## src/rtl/keyslot_pkg.sv

```systemverilog
package keyslot_pkg;

  typedef enum logic [1:0] {
    SLOT_EMPTY  = 2'd0,
    SLOT_LOADED = 2'd1,
    SLOT_SEALED = 2'd2,
    SLOT_SPENT  = 2'd3
  } slot_st_e;

  typedef enum logic [1:0] {
    MG_INSTALL = 2'd0,
    MG_SEAL    = 2'd1,
    MG_UNSEAL  = 2'd2,
    MG_ERASE   = 2'd3
  } mgmt_op_e;

endpackage

```

## src/rtl/keyslot_slot.sv

```systemverilog
module keyslot_slot
  import keyslot_pkg::*;
#(
  parameter int KEY_W = 32,
  parameter int CNT_W = 8,
  parameter int OPS   = 4,
  localparam int OP_W = $clog2(OPS)
) (
  input  logic             clk,
  input  logic             rst_n,
  input  logic             flush,
  input  logic             mg_fire,
  input  mgmt_op_e         mg_op,
  input  logic             mg_priv,
  input  logic [KEY_W-1:0] mg_key,
  input  logic [CNT_W-1:0] mg_limit,
  input  logic [OPS-1:0]   mg_allow,
  input  logic             mg_need_priv,
  input  logic             uid_ok,
  input  logic             use_fire,
  input  logic [OP_W-1:0]  use_op,
  input  logic             use_priv,
  output slot_st_e         st,
  output logic [KEY_W-1:0] key,
  output logic             mg_pass,
  output logic             use_pass
);

  logic [CNT_W-1:0] left;
  logic [OPS-1:0]   allow;
  logic             need_priv;

  always_comb begin
    unique case (mg_op)
      MG_INSTALL: mg_pass = mg_priv && (st == SLOT_EMPTY) && (mg_limit != '0);
      MG_SEAL:    mg_pass = uid_ok && (st == SLOT_LOADED);
      MG_UNSEAL:  mg_pass = uid_ok && (st == SLOT_SEALED);
      default:    mg_pass = mg_priv;
    endcase
  end

  assign use_pass = (st == SLOT_LOADED) && allow[use_op] && (!need_priv || use_priv);

  always_ff @(posedge clk or negedge rst_n) begin
    if (!rst_n) begin
      st        <= SLOT_EMPTY;
      key       <= '0;
      left      <= '0;
      allow     <= '0;
      need_priv <= 1'b0;
    end else if (flush) begin
      st        <= SLOT_EMPTY;
      key       <= '0;
      left      <= '0;
      allow     <= '0;
      need_priv <= 1'b0;
    end else if (mg_fire && mg_pass) begin
      unique case (mg_op)
        MG_INSTALL: begin
          st        <= SLOT_LOADED;
          key       <= mg_key;
          left      <= mg_limit;
          allow     <= mg_allow;
          need_priv <= mg_need_priv;
        end
        MG_SEAL:   st <= SLOT_SEALED;
        MG_UNSEAL: st <= SLOT_LOADED;
        default: begin
          st        <= SLOT_EMPTY;
          key       <= '0;
          left      <= '0;
          allow     <= '0;
          need_priv <= 1'b0;
        end
      endcase
    end else if (use_fire && use_pass) begin
      left <= left - 1'b1;
      if (left == {{(CNT_W-1){1'b0}}, 1'b1}) st <= SLOT_SPENT;
    end
  end

  AST_LAST_USE_SPENDS: assert property (@(posedge clk) disable iff (!rst_n)
    (use_fire && use_pass && !mg_fire && !flush && left == {{(CNT_W-1){1'b0}}, 1'b1})
      |=> (st == SLOT_SPENT));

  AST_FLUSH_WIPES: assert property (@(posedge clk) disable iff (!rst_n)
    flush |=> (st == SLOT_EMPTY && key == '0));

  AST_SEALED_KEEPS_KEY: assert property (@(posedge clk) disable iff (!rst_n)
    (st == SLOT_SEALED && !mg_fire && !flush) |=> ($stable(key) && st == SLOT_SEALED));

endmodule

```

## src/rtl/keyslot_alarm.sv

```systemverilog
module keyslot_alarm #(
  parameter int LOG_W = 8
) (
  input  logic             clk,
  input  logic             rst_n,
  input  logic             misuse,
  output logic             alert_o,
  output logic [LOG_W-1:0] count_o
);

  localparam logic [LOG_W-1:0] TOP = {LOG_W{1'b1}};

  always_ff @(posedge clk or negedge rst_n) begin
    if (!rst_n) begin
      alert_o <= 1'b0;
      count_o <= '0;
    end else begin
      alert_o <= misuse;
      if (misuse && count_o != TOP) count_o <= count_o + 1'b1;
    end
  end

  AST_LOG_STEPS: assert property (@(posedge clk) disable iff (!rst_n)
    (misuse && count_o != TOP) |=> (count_o == $past(count_o) + 1'b1));

  AST_LOG_HOLDS_TOP: assert property (@(posedge clk) disable iff (!rst_n)
    (count_o == TOP) |=> (count_o == TOP));

endmodule

```

## src/rtl/keyslot_guard.sv

```systemverilog
module keyslot_guard
  import keyslot_pkg::*;
#(
  parameter int NSLOT = 4,
  parameter int KEY_W = 32,
  parameter int CNT_W = 8,
  parameter int OPS   = 4,
  parameter int ID_W  = 16,
  parameter int LOG_W = 8,
  localparam int SL_W = (NSLOT > 1) ? $clog2(NSLOT) : 1,
  localparam int OP_W = $clog2(OPS)
) (
  input  logic               clk,
  input  logic               rst_n,
  input  logic [ID_W-1:0]    boot_uid,
  input  logic [1:0]         panic_lvl,
  input  logic               mgmt_valid,
  input  logic [1:0]         mgmt_op,
  input  logic [SL_W-1:0]    mgmt_slot,
  input  logic               mgmt_priv,
  input  logic [KEY_W-1:0]   mgmt_key,
  input  logic [CNT_W-1:0]   mgmt_limit,
  input  logic [OPS-1:0]     mgmt_allow,
  input  logic               mgmt_need_priv,
  input  logic [ID_W-1:0]    mgmt_uid,
  output logic               mgmt_ok,
  output logic               mgmt_err,
  input  logic               use_valid,
  output logic               use_ready,
  input  logic [SL_W-1:0]    use_slot,
  input  logic [OP_W-1:0]    use_op,
  input  logic               use_priv,
  output logic               grant_valid,
  output logic [KEY_W-1:0]   grant_key,
  output logic               alert,
  output logic               abort_all,
  output logic [LOG_W-1:0]   alert_count,
  output logic [2*NSLOT-1:0] slot_state
);

  logic panic_any, panic_hard, use_fire, mg_fire, uid_ok;
  logic mg_pass_sel, use_pass_sel, mg_good, use_good, misuse;
  logic [NSLOT-1:0] mg_pass_v, use_pass_v;
  logic [KEY_W-1:0] key_v [NSLOT];
  slot_st_e         st_v  [NSLOT];
  mgmt_op_e         op_e;

  assign panic_any  = (panic_lvl != 2'd0);
  assign panic_hard = panic_lvl[1];
  assign use_ready  = !panic_any && !mgmt_valid;
  assign use_fire   = use_valid && use_ready;
  assign mg_fire    = mgmt_valid && !panic_any;
  assign uid_ok     = (mgmt_uid == boot_uid);
  assign op_e       = mgmt_op_e'(mgmt_op);

  for (genvar i = 0; i < NSLOT; i++) begin : g_slot
    keyslot_slot #(
      .KEY_W(KEY_W), .CNT_W(CNT_W), .OPS(OPS)
    ) i_slot (
      .clk         (clk),
      .rst_n       (rst_n),
      .flush       (panic_hard),
      .mg_fire     (mg_fire && (mgmt_slot == SL_W'(i))),
      .mg_op       (op_e),
      .mg_priv     (mgmt_priv),
      .mg_key      (mgmt_key),
      .mg_limit    (mgmt_limit),
      .mg_allow    (mgmt_allow),
      .mg_need_priv(mgmt_need_priv),
      .uid_ok      (uid_ok),
      .use_fire    (use_fire && (use_slot == SL_W'(i))),
      .use_op      (use_op),
      .use_priv    (use_priv),
      .st          (st_v[i]),
      .key         (key_v[i]),
      .mg_pass     (mg_pass_v[i]),
      .use_pass    (use_pass_v[i])
    );
    assign slot_state[2*i +: 2] = st_v[i];
  end

  assign mg_pass_sel  = mg_pass_v[mgmt_slot];
  assign use_pass_sel = use_pass_v[use_slot];
  assign mg_good      = mg_fire && mg_pass_sel;
  assign use_good     = use_fire && use_pass_sel;
  assign misuse       = (mgmt_valid && !mg_good) || (use_fire && !use_pass_sel);

  always_ff @(posedge clk or negedge rst_n) begin
    if (!rst_n) begin
      mgmt_ok     <= 1'b0;
      mgmt_err    <= 1'b0;
      grant_valid <= 1'b0;
      grant_key   <= '0;
      abort_all   <= 1'b0;
    end else begin
      mgmt_ok     <= mg_good;
      mgmt_err    <= mgmt_valid && !mg_good;
      grant_valid <= use_good;
      grant_key   <= use_good ? key_v[use_slot] : '0;
      abort_all   <= misuse || panic_any;
    end
  end

  keyslot_alarm #(.LOG_W(LOG_W)) i_alarm (
    .clk    (clk),
    .rst_n  (rst_n),
    .misuse (misuse),
    .alert_o(alert),
    .count_o(alert_count)
  );

  AST_GRANT_NOT_ALERT: assert property (@(posedge clk) disable iff (!rst_n)
    grant_valid |-> !alert);

  AST_GRANT_HAS_REQ: assert property (@(posedge clk) disable iff (!rst_n)
    grant_valid |-> $past(use_valid && use_ready));

  AST_KEY_QUIET: assert property (@(posedge clk) disable iff (!rst_n)
    !grant_valid |-> (grant_key == '0));

  AST_PANIC_STALLS: assert property (@(posedge clk) disable iff (!rst_n)
    (panic_lvl != 2'd0 || mgmt_valid) |-> !use_ready);

  AST_PANIC_NO_GRANT: assert property (@(posedge clk) disable iff (!rst_n)
    (panic_lvl != 2'd0) |=> !grant_valid && !mgmt_ok);

endmodule

```

## config.mk

```make
export PLATFORM = sky130hd
export DESIGN_NAME = keyslot_guard
export DESIGN_NICKNAME = d
export VERILOG_FILES = /design/src/rtl/keyslot_pkg.sv /design/src/rtl/keyslot_slot.sv /design/src/rtl/keyslot_alarm.sv /design/src/rtl/keyslot_guard.sv
export SDC_FILE = /design/constraint.sdc
export NUM_CORES = 1
export LEC_CHECK = 0
export BUFFER_PORTS_ARGS = -buffer_cell sky130_fd_sc_hd__buf_2
export CORE_MARGIN = 4
export CORE_UTILIZATION = 45
export CTS_BUF_LIST = sky130_fd_sc_hd__clkbuf_8 sky130_fd_sc_hd__clkbuf_16
export CTS_CLUSTER_SIZE = 14
export DETAILED_ROUTE_END_ITERATION = 10
export GPL_ROUTABILITY_DRIVEN = 0
export PLACE_DENSITY = 0.66
export SLEW_MARGIN = 5
export SYNTH_ARGS = -nofsm -noshare
export SYNTH_HDL_FRONTEND = slang
export SYNTH_SLANG_ARGS = --single-unit
```

## constraint.sdc

```tcl
create_clock -name clk -period 2.63 [get_ports clk]
set_input_delay 0.3945 -clock clk [delete_from_list [all_inputs] [get_ports clk]]
set_output_delay 0.3945 -clock clk [all_outputs]
set_load 0.01 [all_outputs]
```

# Word level (Yosys, flattened, before mapping)
# Index checks and enable logic that the tools add are counted.
# op_classes
n_addsub	5
n_lt_le_gt_ge	4
n_eq_ne	27
n_mux	77
bitwise	1
reduce_logical	97
# ops
operator	n
$mux 32	11
$mux 8	12
$bmux 32 s2	1
$pmux 32 s2	1
$logic_and 1x1->1	48
$eq 8x1->1 const B	4
$mux 2	16
$mux 4	8
$sub 8x1->8 const B	4
$reduce_and 2->1	12
$reduce_bool 3->1	8
$eq 2x2->1 const B	9
$eq 16x16->1	1
$pmux 8 s2	1
$eq 2x1->1 const B	7
$logic_not 2->1	7
$mux 1	14
$bmux 1 s2	6
$ne 3x3->1 const B	4
$pmux 1 s3	4
$reduce_bool 2->1	5
$lt 2x3->1 const B	3
$add 8x1->8 const B	1
$logic_not 1->1	8
10 further kinds	16
# word_totals
regBits	233
input_bits	93
elab_cells	238

# Logic depth before layout (Yosys ltp)
# Gate-level depths: netlist of run 1.
# logic_depth
word_depth	11
depth_mapped	10

# Cells and area by module
# A second synthesis of run 1 with hierarchy kept.
# unflattened
hier_cells	1281
area_unflattened_um2	12558.3
# modules_own_cells
module	n_inst	cells_each	area_per_inst_um2	seq_area_each_um2
keyslot_slot	4	272	2462.4	1176.1
keyslot_guard	1	158	2275.9	900.9
keyslot_alarm	1	35	432.9	225.2

# Worst setup path before layout of run 1
# OpenSTA, ideal clock, no wires.
# synth_path
path_kind	input to register
start	in mgmt_op[0]
end	reg i_alarm.count_o[1]
setup_time_ns	0.125
t_arrival_ns	2.507
required_ns	2.505
setup_slack_ns	-0.002
cell_stages	9
cell_sequence	inv_1 ha_1 clkbuf_1 or3b_2 a21oi_1 a2111oi_2 nor4_4 a211oi_2 mux2_4
# synth_via
elab_chain_cells	9
elab_cells_between_ends	14
cone_classes	eq/ne: 2; mux: 6; reduce/logical: 6
# synth_lines
item	line	rtl
start, declared	keyslot_guard.sv:18	input logic [1:0] mgmt_op,
$eq 2x2->1, or another cell as far along	keyslot_slot.sv:34	unique case (mg_op)
$pmux 1 s3	keyslot_slot.sv:34	
$bmux 1 s2 (*)	keyslot_guard.sv:82	assign mg_pass_sel = mg_pass_v[mgmt_slot];
$mux 1 (implied by the code) (*)	keyslot_guard.sv:82	
$logic_and 1x1->1 (*)	keyslot_guard.sv:84	assign mg_good = mg_fire && mg_pass_sel;
$logic_not 1->1 (*)	keyslot_guard.sv:86	assign misuse = (mgmt_valid && !mg_good) || (use_fire && !use_pass_sel);
$logic_and 1x1->1 (*)	keyslot_guard.sv:86	
$logic_or 1x1->1 (*)	keyslot_guard.sv:86	
$logic_and 1x1->1 (*)	keyslot_alarm.sv:19	if (misuse && count_o != TOP) count_o <= count_o + 1'b1;
end signal, assigned	keyslot_alarm.sv:19	
end, declared	keyslot_alarm.sv:8	output logic [LOG_W-1:0] count_o
# Every way passes the cells marked *; elsewhere a longest branch is shown, timed or not. The select of a mux whose other input is x is not followed.
# A chain may end at the register's enable or synchronous reset.

# Worst setup path in the final report of run 1
# layout_path
start	reg g_slot[3].i_slot.allow[0]
end	reg i_alarm.count_o[7]
# layout_via
elab_chain_cells	10
# layout_lines
item	line	rtl
start, declared	keyslot_slot.sv:30	logic [OPS-1:0] allow;
start signal, assigned	keyslot_slot.sv:63	allow <= mg_allow;
$bmux 1 s2	keyslot_slot.sv:42	assign use_pass = (st == SLOT_LOADED) && allow[use_op] && (!need_priv || use_priv);
$mux 1 (implied by the code)	keyslot_slot.sv:42	
$logic_and 1x1->1 (2 in a row)	keyslot_slot.sv:42	
$bmux 1 s2	keyslot_guard.sv:83	assign use_pass_sel = use_pass_v[use_slot];
$mux 1 (implied by the code)	keyslot_guard.sv:83	
$logic_not 1->1	keyslot_guard.sv:86	
$logic_and 1x1->1	keyslot_guard.sv:86	
$logic_or 1x1->1	keyslot_guard.sv:86	
$logic_and 1x1->1	keyslot_alarm.sv:19	
# No other way between the ends. The select of a mux whose other input is x is not followed.

==> results.md, run 1 <==
* Synthesis warning total at 0
* CTS tree: yes
* Hold buffers post-CTS at 1
* Post-CTS sizing at 0
* Setup-failing EPs final at 0
* R2R setup slack at between 0.2 and 0.25 ns
* Least-Margin Pin Slew at 0.699 ns
* P&R area growth vs syn at 22.0%
* Most common flop cell mapped by yosys: dfrtp_1
* Post-CTS Setup Inserts at 0
* Cell count after synthesis at around 1100
* RSZ-0062 raised after global routing: no
* Commonest non-fill, non-tap cells in the layout: 233 x dfrtp_1, 223 x nand2_1, 176 x o21ai_0
* Yosys top cell by area: dfrtp_1
* Core area at roughly 24000 um2
* Clk buf depth at 3
* Die Y-Extent at between 150 and 200 um
* Synth top area share at 0.524
* Die Wd at 165 um
* Num CTS Buffers at 25
* Iteration-0 DRC Markers at roughly 540
* Area contributors post-synth: dfrtp_1 52%, o21ai_0 7.9%, nand2_1 7.5%
* Detail Placement HPWL at 19200 um
* Layout fillers at approximately 2100
* Die ar. at ~27000 um2
* Post-route design area at 13600 um2
* Async SR Flop Fraction at 1.00
* Commonest non-fill, non-tap cell in the layout: dfrtp_1
* Pwr dens at roughly 660 nW/um2
* Fin crit share at 0.918
* Vias in the first global route at 8868
* Maxcap violations at 0
* Synthesized cell area at 11100 um2
* Max-slew violations at 0
* Beginning of the critical path: g_slot[3].i_slot.allow[0]$_DFFE_PN0P_
* Sink Count at between 200 and 250
* Grt ovf at 0
* Share of cells above drive strength 1 at 0.256
* Worst Reg-to-Reg Cells at 8
* Largest net degree at the start of global routing at between 70 and 80
* N_diodes at 0
* Static Leak at 6.26 nW
* Worst Setup End Kind: register
* Setup crit end: i_alarm.count_o[7]$_DFFE_PN0P_
* Unique masters post-synth at 69
* Post-synth EDFFs at 0
* Max Clock Skew at roughly 0.0089 ns
* Fmax achieved at slightly above 0.4 GHz
* Num rows at between 50 and 60
* Register area share after synthesis at 0.524
* FF-to-FF End: i_alarm.count_o[7]$_DFFE_PN0P_
* CTS root buf: clkbuf_16
* Syn Nets at around 1200
* Crit path time final at 2.41 ns
* Initial antenna violation count at 0
* First-pass GRT wire length at between 40000 and 50000 um
* Worst R2R Start: g_slot[3].i_slot.allow[0]$_DFFE_PN0P_
* Yosys reg bits at between 200 and 250
* Routed WL per cell at about 18 um
* Max IR drop VDD at ~0.51 mV
* # port buffers at roughly 150
* I/O pin cnt at approximately 150
* Routed via count at roughly 9000
* Startpoint Class: register
* Post-route ant nets at 0
* Worst skew pair latency at around 0.54 ns
* Total power at around 9 mW
* Via/cell ratio at ~5.4
* Final wirelength at between 20000 and 30000 um
* Worst setup margin at between 0.2 and 0.25 ns
* NumNets Final at about 1400
* Area post-placement at approximately 13000 um2
* Syn_area_per_cell at 10.2 um2
* Status: completed
* Starting Density at 0.458
* Setup Crit Path Kind: reg -> reg
* Max_slew headroom at 0.534
* CP required at approximately 3.1 ns
* Data arrival time of the worst path at about 2.8 ns
* DRC at 0
* Final Hold Fails at 0
* Final Util at 0.559
* Setup Slack @ Placement at -0.215 ns
* DRT Pass-1 Iters at 5
* GRT Util Overall at 0.212
* Crit path max fanout at 7
* HP Class: in -> reg
* Clk slew on worst S/H paths at ~0.06 ns
* Htree depth at 1
==> synthesized netlist by cell type, drive strengths merged, types with 3 or more instances <==
| library cell | instances |
|---|---|
| a211oi | 16 |
| a21o | 4 |
| a21oi | 16 |
| a22o | 16 |
| a22oi | 3 |
| a31o | 6 |
| a31oi | 5 |
| a32oi | 4 |
| and2 | 4 |
| buf | 9 |
| clkbuf | 54 |
| dfrtp | 233 |
| ha | 13 |
| inv | 24 |
| mux2 | 7 |
| mux2i | 7 |
| mux4 | 36 |
| nand2 | 223 |
| nand2b | 10 |
| nand3 | 20 |
| nand3b | 3 |
| nand4 | 5 |
| nor2 | 40 |
| nor2b | 37 |
| nor3 | 22 |
| nor3b | 3 |
| nor4 | 3 |
| o211ai | 3 |
| o21ai | 178 |
| o22a | 5 |
| o31ai | 13 |
| or2 | 8 |
| or3 | 12 |
| or3b | 4 |
| or4 | 7 |
| xnor2 | 16 |
==> cell type report <==
cell class	count	area [um2]	area share
Clock buffer	28	667	0.0491
Tap cell	324	405	0.0298
Inverter	24	90.1	0.00663
Multi-Input combinational cell	772	5000	0.368
Sequential cell	233	5830	0.429
Clock inverter	17	151	0.0111
Timing Repair Buffer	219	1440	0.106
==> how the worst min path moves through the flow <==
stage                                                      end  cells after the start  slack (ns)         start
after floorplan                            abort_all$_DFF_PN0_                      0         0.1         rst_n
after global placement    g_slot[1].i_slot.left[5]$_DFFE_PN0P_                      1        0.34         rst_n
after detailed placement  g_slot[1].i_slot.left[5]$_DFFE_PN0P_                      1        0.34         rst_n
after CTS                 g_slot[3].i_slot.key[25]$_DFFE_PN0P_                      3        0.16  mgmt_key[25]
after global routing       g_slot[3].i_slot.key[4]$_DFFE_PN0P_                      3        0.19   mgmt_key[4]
final                     g_slot[3].i_slot.key[13]$_DFFE_PN0P_                      3        0.17  mgmt_key[13]
==> kinds of logic after synthesis <==
group                    after synthesis  share of synthesized area
AO/OA/AOI/OAI                        281                      0.153
adder cells (fa/ha/maj)               13                     0.0146
multiplexers                          50                     0.0876
XOR/XNOR                              17                     0.0134
buffers and inverters                 87                     0.0307
AND/OR/NAND/NOR                      411                      0.177
flip-flops                           233                      0.524
==> layer usage <==
layer | track usage | share of wire | wire (um) | vias up
met2 | 0.358 | 0.50 | 14100 | 187
met3 | 0.0318 | 0.047 | 1340 | 52
met5 | 0 | 0 | 0 | -
met1 | 0.291 | 0.44 | 12400 | 4304
met4 | 0.0522 | 0.021 | 600 | 0
li1 | - | - | - | 4228
==> where the power goes <==
| part | total [mW] | internal, mW | switching (mW) |
|---|---|---|---|
| registers | 4.11 | 3.85 | 0.263 |
| logic | 1.38 | 0.640 | 0.738 |
| clock network | 3.48 | 2.02 | 1.46 |
==> through the flow <==
stage / TNS, ns / cells / hold slack, ns
2_1_floorplan: 0 / 1092 / 0.0989
3_3_place_gp: -1.27 / 1571 / 0.342
3_5_place_dp: -2.09 / 1571 / 0.343
4_1_cts: 0 / 1617 / 0.163
5_1_grt: 0 / 1617 / 0.188
6_report: 0 / 1617 / 0.173
==> sequential cells by signal, indices dropped and copies added (netlist names) <==
signal,count
abort_all,1
g_slot.i_slot.allow,16
g_slot.i_slot.key,128
g_slot.i_slot.left,32
g_slot.i_slot.need_priv,4
g_slot.i_slot.st,8
grant_key,32
grant_valid,1
i_alarm.alert_o,1
i_alarm.count_o,8
mgmt_err,1
mgmt_ok,1
==> worst max-delay path, cell delays in order (launching register included) <==
cell	delay (ns)
dfrtp_1	0.40
mux4_2	0.46
or4b_4	0.23
nand4_2	0.11
nor2_1	0.21
nor3_2	0.07
buf_4	0.19
a211oi_1	0.26
mux2_2	0.36
Power figures use the tool's default switching activity.
==> inputs of run 2 (changes only) <==
--- a/config.mk
+++ b/config.mk
@@ -13,6 +13,7 @@
 export DETAILED_ROUTE_END_ITERATION = 10
 export GPL_ROUTABILITY_DRIVEN = 0
 export PLACE_DENSITY = 0.66
+export RECOVER_POWER = 100
 export SLEW_MARGIN = 5
 export SYNTH_ARGS = -nofsm -noshare
 export SYNTH_HDL_FRONTEND = slang
==> run 2 against run 1 <==
Net effect: setup slack worse by 0.038 ns; non-clock buffer count unchanged; final cell count unchanged; critical path depth did not move; sequential share of layout area increased by 0.58 points; via count is 0.11% higher; design area shrank 1.3%; largest cell class unchanged; largest power group unchanged.
==> results.md, run 2 (synthesis results as in run 1) <==
* Die ar. at 27300 um2 (unchanged)
* NumNets Final at 1381 (unchanged)
* Final wirelength at 28400 um (about the same)
* Setup Crit Path Kind: in -> reg (was reg -> reg)
* Share of cells above drive strength 1 at 0.201 (was 0.256)
* Worst skew pair latency at 0.54 ns (about the same)
* # port buffers at 146 (unchanged)
* WHS Path Cells at 3 (unchanged)
* CTS tree: yes (unchanged)
* RSZ-0062 raised after global routing: no (unchanged)
* Hold Path End: g_slot[3].i_slot.key[13]$_DFFE_PN0P_ (unchanged)
* Htree depth at 1 (unchanged)
* Clk buf depth at 3 (unchanged)
* Data arrival time of the worst path at 2.82 ns (was 2.83 ns)
* First-pass GRT wire length at 46400 um (unchanged)
* CP required at 3.00 ns (was 3.05 ns)
* P&R area growth vs syn at 20.4% (was 22.0%)
* Clk slew on worst S/H paths at 0.06 ns (about the same)
* DRC at 0 (unchanged)
* HP Start: mgmt_key[13] (unchanged)
* Commonest non-fill, non-tap cell in the layout: dfrtp_1 (unchanged)
* Post-CTS Setup Inserts at 0 (unchanged)
* Via/cell ratio at 5.43 (was 5.42)
* Max IR drop VDD at 0.517 mV (was 0.513 mV)
* Core area at 24300 um2 (unchanged)
* Num rows at 57 (unchanged)
* Crit path max fanout at 74 (was 7)
* Starting Density at 0.458 (unchanged)
* Largest net degree at the start of global routing at 75 (unchanged)
* Sink Count at 233 (unchanged)
* Layout fillers at 2188 (was 2143)
* Crit-path cells: buf_2 -> or4_1 -> o21a_1 -> a31o_2 -> a31oi_4 -> buf_4 -> clkbuf_4 -> o21ai_0 (was mux4_2 -> or4b_4 -> nand4_2 -> nor2_1 -> nor3_2 -> buf_4 -> a211oi_1 -> mux2_2)
* Final Hold Fails at 0 (unchanged)
* Met1 Track Usage GR at 0.291 (unchanged)
* Initial antenna violation count at 0 (unchanged)
* Maxcap violations at 0 (unchanged)
* Final hold slack at 0.174 ns (was 0.173 ns)
* Status: completed (unchanged)
* Startpoint Class: input pin (was register)
* Post-route ant nets at 0 (unchanged)
* GR Util met2 at 0.358 (unchanged)
* Routed WL per cell at 17.6 um (about the same)
* Setup-failing EPs final at 0 (unchanged)
* Critical path buffer and inverter count at 3 (was 1)
* Post-CTS sizing at 0 (unchanged)
* Pwr dens at 667 nW/um2 (was 661 nW/um2)
* Post-route design area at 13400 um2 (was 13600 um2)
* Crit path time final at 2.45 ns (was 2.41 ns)
* Setup Slack @ Placement at -0.215 ns (unchanged)
* Most Crowded Layer GR: met2 (unchanged)
* Routed via count at 8781 (was 8771)
* DRT Pass-1 Iters at 4 (was 5)
* Detail Placement HPWL at 19200 um (unchanged)
* Static Leak at 5.97 nW (was 6.26 nW)
* Num CTS Buffers at 25 (unchanged)
* Max-slew violations at 0 (unchanged)
* Max Clock Skew at 0.0111 ns (was 0.00894 ns)
* Largest regs: g_slot.i_slot.key (128), g_slot.i_slot.left (32), grant_key (32) (unchanged)
* Worst Reg-to-Reg Cells at 8 (unchanged)
* HP Class: in -> reg (unchanged)
* Worst setup margin at 0.179 ns (was 0.217 ns)
* Commonest non-fill, non-tap cells in the layout: 233 x dfrtp_1, 223 x nand2_1, 177 x o21ai_0 (was 233 x dfrtp_1, 223 x nand2_1, 176 x o21ai_0)
* Fin crit share at 0.932 (was 0.918)
* M3 GR Usage at 0.0318 (unchanged)
* Max FFs per register at 128 (unchanged)
* Worst R2R Start: g_slot[3].i_slot.allow[0]$_DFFE_PN0P_ (unchanged)
* Fmax achieved at 0.408 GHz (was 0.414 GHz)
* I/O pin cnt at 147 (unchanged)
* Iteration-0 DRC Markers at 506 (was 543)
* FF-to-FF End: i_alarm.count_o[7]$_DFFE_PN0P_ (unchanged)
* Vias in the first global route at 8868 (unchanged)
* Die Y-Extent at 165 um (unchanged)
* Die Wd at 165 um (unchanged)
* Worst Setup End Kind: register (unchanged)
* GRT Util Overall at 0.212 (unchanged)
* Largest Register: g_slot.i_slot.key (unchanged)
* R2R setup slack at 0.21 ns (was 0.22 ns)
* Critical Path Slowest Stage Cell: clkbuf_4 (was mux4_2)
* Setup TNS at 0 ns (unchanged)
* Least-Margin Pin Slew at 1.48 ns (was 0.699 ns)
* CP max stage delay at 0.63 ns (was 0.46 ns)
* Grt ovf at 0 (unchanged)
* CTS root buf: clkbuf_16 (unchanged)
* Max_slew headroom at 0.0148 (was 0.534)
* Top delay family on crit path: compound AO/OA/AOI/OAI gates (was multiplexers)
* Area post-placement at 12800 um2 (unchanged)
* N_diodes at 0 (unchanged)
* Hold buffers post-CTS at 1 (unchanged)
==> run 2: changes by cell type in the layout (fill, tap and decap cells not counted), sizes merged <==
cell and change:
buf -74, clkbuf +74
==> run 2: how the worst max path moves through the flow <==
stage / from / end / cells past startpoint
after floorplan: mgmt_op[0] / i_alarm.count_o[1]$_DFFE_PN0P_ / 9
after global placement: mgmt_limit[5] / i_alarm.count_o[7]$_DFFE_PN0P_ / 9
after detailed placement: mgmt_limit[5] / i_alarm.count_o[7]$_DFFE_PN0P_ / 9
after CTS: g_slot[3].i_slot.allow[3]$_DFFE_PN0P_ / i_alarm.count_o[7]$_DFFE_PN0P_ / 8
after global routing: mgmt_limit[5] / g_slot[3].i_slot.key[16]$_DFFE_PN0P_ / 8
final: mgmt_limit[5] / g_slot[3].i_slot.key[30]$_DFFE_PN0P_ / 8
==> run 2: cell type report <==
class                   instances  area, um2  area share
flip-flops and latches        233       5830       0.435
repair buffers                219       1290      0.0965
inverters                      24       90.1     0.00672
clock inverters                17        151      0.0113
multi-input cells             772       4960       0.370
well taps                     324        405      0.0303
clock buffers                  28        667      0.0498
==> run 2: where the power goes <==
group	switching (mW)	internal, mW	leakage (nW)
Sequential	0.266	3.85	3.16
Clock	1.46	2.02	0.423
Combinational	0.734	0.605	2.39
==> run 2: metrics by stage <==
| step | total power, mW | cells | util |
|---|---|---|---|
| after CTS | 9.07 | 1617 | 0.559 |
| after global routing | 9.40 | 1617 | 0.551 |
| after global placement | 5.52 | 1571 | 0.524 |
| after floorplan | 4.98 | 1092 | - |
| after detailed placement | 5.56 | 1571 | 0.524 |
| final | 8.94 | 1617 | 0.551 |
==> run 2: layer usage <==
metal | vias up | routed length [um]
li1 | 4227 | -
met1 | 4288 | 12300
met2 | 215 | 14000
met3 | 51 | 1470
met4 | 0 | 631
met5 | - | 0
==> run 2: worst reg2reg max path, cell delays in order, from the launching register on <==
cell and delay [ns]:
dfrtp_1 0.40, mux4_2 0.46, or4b_4 0.23, nand4_2 0.11, nor2_1 0.19, nor3_1 0.09, buf_4 0.20, a211oi_1 0.26
mux2_2 0.36
==> inputs of run 3 (changes only) <==
--- a/config.mk
+++ b/config.mk
@@ -5,14 +5,14 @@
 export SDC_FILE = /design/constraint.sdc
 export NUM_CORES = 1
 export LEC_CHECK = 0
+export ABC_AREA = 1
 export BUFFER_PORTS_ARGS = -buffer_cell sky130_fd_sc_hd__buf_2
-export CORE_MARGIN = 4
 export CORE_UTILIZATION = 45
 export CTS_BUF_LIST = sky130_fd_sc_hd__clkbuf_8 sky130_fd_sc_hd__clkbuf_16
 export CTS_CLUSTER_SIZE = 14
 export DETAILED_ROUTE_END_ITERATION = 10
 export GPL_ROUTABILITY_DRIVEN = 0
-export PLACE_DENSITY = 0.66
+export PLACE_DENSITY = 0.65
 export RECOVER_POWER = 100
 export SLEW_MARGIN = 5
 export SYNTH_ARGS = -nofsm -noshare
==> run 3 against run 2 <==
Net effect: the run now ends with capacitance limit, slew limit left; sequential power about the same; worst hold slack worse by 0.060 ns; first-iteration DRC count up 78%; core utilization down 2.3 points; critical path depth up 3; final cell count up 23%; total power up 5.1%; largest power group unchanged; combinational power up 25%; via count up 19%.
==> results.md, run 3 <==
* Cell count after synthesis at 1505 (was 1092)
* Crit path time final at 2.39 ns (was 2.45 ns)
* Syn Nets at 1611 (was 1198)
* Synth top area share at 0.491 (was 0.524)
* Post-route ant nets at 0 (unchanged)
* Core area at 26000 um2 (was 24300 um2)
* WHS Path Cells at 3 (unchanged)
* Failing checks: capacitance limit, slew limit
* Routed WL per cell at 16.1 um (was 17.6 um)
* R2R setup slack at 0.24 ns (was 0.21 ns)
* FF/Latch Area at 5830 um2 (unchanged)
* Starting Density at 0.457 (was 0.458)
* Synthesis warning total at 0 (unchanged)
* Register area share after synthesis at 0.491 (was 0.524)
* Final wirelength at 32200 um (was 28400 um)
* Post-CTS sizing at 0 (unchanged)
* HP Start: panic_lvl[0] (was mgmt_key[13])
* Clk buf depth at 3 (unchanged)
* Sink Count at 233 (unchanged)
* Post-synth EDFFs at 0 (unchanged)
* Combinational Power Share at 0.179 (was 0.150)
* Max Clock Skew at 0.00870 ns (was 0.0111 ns)
* Share of cells above drive strength 1 at 0.122 (was 0.201)
* Area post-placement at 13100 um2 (was 12800 um2)
* Num CTS Buffers at 25 (unchanged)
* Psw at 2.76 mW (was 2.46 mW)
* CTS tree: yes (unchanged)
* Setup Slack @ Placement at 0.112 ns (was -0.215 ns)
* Switching part of the total power at 0.294 (was 0.276)
* Grt ovf at 0 (unchanged)
* Max IR drop VDD at 0.477 mV (was 0.517 mV)
* RSZ-0062 raised after global routing: no (unchanged)
* Hold Path End: abort_all$_DFF_PN0_ (was g_slot[3].i_slot.key[13]$_DFFE_PN0P_)
* Htree depth at 1 (unchanged)
* Synthesized cell area at 11900 um2 (was 11100 um2)
* Data arrival time of the worst path at 2.81 ns (was 2.82 ns)
* Crit path max fanout at 14 (was 74)
* Footprint of the multi-input gates at 5170 um2 (was 4960 um2)
* Commonest non-fill, non-tap cells in the layout: 556 x nand2_1, 233 x dfrtp_1, 106 x o21ai_1 (was 233 x dfrtp_1, 223 x nand2_1, 177 x o21ai_0)
* Int Power at 6.64 mW (was 6.48 mW)
* Iteration-0 DRC Markers at 900 (was 506)
* Startpoint Class: register (was input pin)
* Setup-failing EPs final at 0 (unchanged)
* Vias in the first global route at 9779 (was 8868)
* Final hold slack at 0.114 ns (was 0.174 ns)
* Yosys reg bits at 233 (unchanged)
* Die Wd at 164 um (was 165 um)
* Count leader, synth: nand2_1 (was dfrtp_1)
* Fin crit share at 0.909 (was 0.932)
* P&R area growth vs syn at 15.5% (was 20.4%)
* Final Hold Fails at 0 (unchanged)
* Layout fillers at 2557 (was 2188)
* # port buffers at 146 (unchanged)
* Die Y-Extent at 164 um (was 165 um)
* Largest regs: g_slot.i_slot.key (128), g_slot.i_slot.left (32), grant_key (32) (unchanged)
* Max_slew headroom at -0.0926 (was 0.0148)
* First-pass GRT wire length at 52100 um (was 46400 um)
* CTS root buf: clkbuf_16 (unchanged)
* Status: complete, but fails checks (was completed)
* Worst Reg-to-Reg Cells at 11 (was 8)
* Most common flop cell mapped by yosys: dfrtp_1 (unchanged)
* Sequential share of power at 0.439 (was 0.460)
* Static Leak at 7.04 nW (was 5.97 nW)
* Post-synth top cells: 550 x nand2_1, 233 x dfrtp_1, 158 x o21ai_1 (was 233 x dfrtp_1, 223 x nand2_1, 176 x o21ai_0)
* Post-route design area at 13700 um2 (was 13400 um2)
* Least-Margin Pin Slew at 1.64 ns (was 1.48 ns)
* Setup Crit Path Kind: reg -> reg (was in -> reg)
* Post-CTS Setup Inserts at 0 (unchanged)
* Via/cell ratio at 5.23 (was 5.43)
* Maxcap violations at 1 (was 0)
* Final Util at 0.528 (was 0.551)
* Syn_area_per_cell at 7.89 um2 (was 10.2 um2)
* Max-slew violations at 60 (was 0)
* NumNets Final at 1746 (was 1381)
* Fmax achieved at 0.418 GHz (was 0.408 GHz)
* HP Class: in -> reg (unchanged)
* I/O pin cnt at 147 (unchanged)
* Yosys top cell by area: dfrtp_1 (unchanged)
* Unique masters post-synth at 39 (was 69)
* Initial antenna violation count at 2 (was 0)
* Die ar. at 27000 um2 (was 27300 um2)
* Detail Placement HPWL at 20900 um (was 19200 um)
* Area contributors post-synth: dfrtp_1 49%, nand2_1 17%, o21ai_1 6.7% (was dfrtp_1 52%, o21ai_0 7.9%, nand2_1 7.5%)
* DRT Pass-1 Iters at 6 (was 4)
* Clock power share at 0.382 (was 0.390)
* GRT Util Overall at 0.244 (was 0.212)
* FF-to-FF End: g_slot[2].i_slot.key[27]$_DFFE_PN0P_ (was i_alarm.count_o[7]$_DFFE_PN0P_)
* Worst Setup End Kind: register (unchanged)
* DRC at 0 (unchanged)
* Largest Register: g_slot.i_slot.key (unchanged)
* Clk slew on worst S/H paths at 0.06 ns (about the same)
* Pwr dens at 685 nW/um2 (was 667 nW/um2)
* Worst R2R Start: g_slot[2].i_slot.st[1]$_DFFE_PN0P_ (was g_slot[3].i_slot.allow[0]$_DFFE_PN0P_)
* Worst setup margin at 0.239 ns (was 0.179 ns)
* Async SR Flop Fraction at 1.00 (unchanged)
* CP required at 3.05 ns (was 3.00 ns)
* Routed via count at 10400 (was 8781)
* Setup TNS at 0 ns (unchanged)
* Largest net degree at the start of global routing at 81 (was 75)
* Commonest non-fill, non-tap cell in the layout: nand2_1 (was dfrtp_1)
* Num rows at 59 (was 57)
* Max FFs per register at 128 (unchanged)
* Worst skew pair latency at 0.54 ns (about the same)
## run 3: cell count changes after synthesis, moves of 17 or more
cell / previous run / this run
a22oi_1: 3 / 36
a31oi_1: 4 / 32
inv_1: 24 / 88
o211ai_1: 3 / 22
o21ai_0: 176 / 45
clkbuf_1: 54 / 35
nor2b_1: 37 / 0
nor2_1: 40 / 104
o21ai_1: 2 / 158
mux4_2: 33 / 0
buf_4: 0 / 18
nand2_1: 223 / 550
xor2_1: 1 / 18
## run 3: worst max-delay path, cell delays in order, from the launching register on
cell and delay [ns]:
dfrtp_1 0.43, inv_1 0.09, nand2_1 0.08, a211oi_1 0.31, nand3_1 0.11, nand2_1 0.13, nand4_4 0.11, nand2_1 0.25
inv_2 0.11, clkbuf_2 0.30, o21ai_0 0.24, nand2_1 0.08
## run 3: cell type report
class | instances | area share
clock inverters | 15 | 0.0103
flip-flops and latches | 233 | 0.425
repair buffers | 188 | 0.0765
clock buffers | 31 | 0.0517
diodes | 1 | 0.000183
inverters | 104 | 0.0285
multi-input cells | 1088 | 0.377
well taps | 335 | 0.0306
## run 3: per-stage QoR
step                std cells  power [mW]
floorplan                1505        5.35
global placement         1947        5.88
CTS                      1994        9.53
finish                   1995        9.39
detailed placement       1947        5.93
global route             1995        9.90
## run 3: cell families (layout without fill, tap and decap cells)
family,count (synthesis),after routing,synth area share
adders and majority gates,13,13,0.0137
AOI/OAI and AO/OA,321,321,0.158
xor gates and xnor gates,31,31,0.0229
buffers and inverters,184,338,0.0664
other,0,1,0
DFF,233,233,0.491
and+or+nand+nor,723,723,0.248
## run 3: timing repair
action	CTS	global route
hold buffers	1	0
setup endpoints to repair	0	0
hold endpoints to repair	57	0
## run 3: how the worst max path moves through the flow
stage	startpoint	to	slack, ns	cells after the start
floorplan	mgmt_op[0]	g_slot[0].i_slot.left[7]$_DFFE_PN0P_	0.59	9
global placement	mgmt_op[1]	g_slot[0].i_slot.left[3]$_DFFE_PN0P_	0.16	13
detailed placement	mgmt_op[0]	g_slot[0].i_slot.left[3]$_DFFE_PN0P_	0.11	13
CTS	g_slot[0].i_slot.st[1]$_DFFE_PN0P_	g_slot[0].i_slot.left[3]$_DFFE_PN0P_	0.47	12
global route	rst_n	grant_key[15]$_DFF_PN0_	0.12	3
finish	g_slot[2].i_slot.st[1]$_DFFE_PN0P_	g_slot[2].i_slot.key[27]$_DFFE_PN0P_	0.24	11
## run 3: power groups by stage
stage                     clock [mW]  combinational (mW)  sequential, mW
after floorplan                    0                1.20            4.16
after global placement             0                1.70            4.18
after detailed placement           0                1.74            4.19
after CTS                       3.65                1.75            4.13
after global routing            3.81                1.91            4.17
final                           3.59                1.68            4.13
## run 3: metal layers
layer	track usage	part of all wire
met5	0	0.00031
met4	0.0517	0.012
met3	0.0294	0.051
met2	0.399	0.47
met1	0.350	0.46
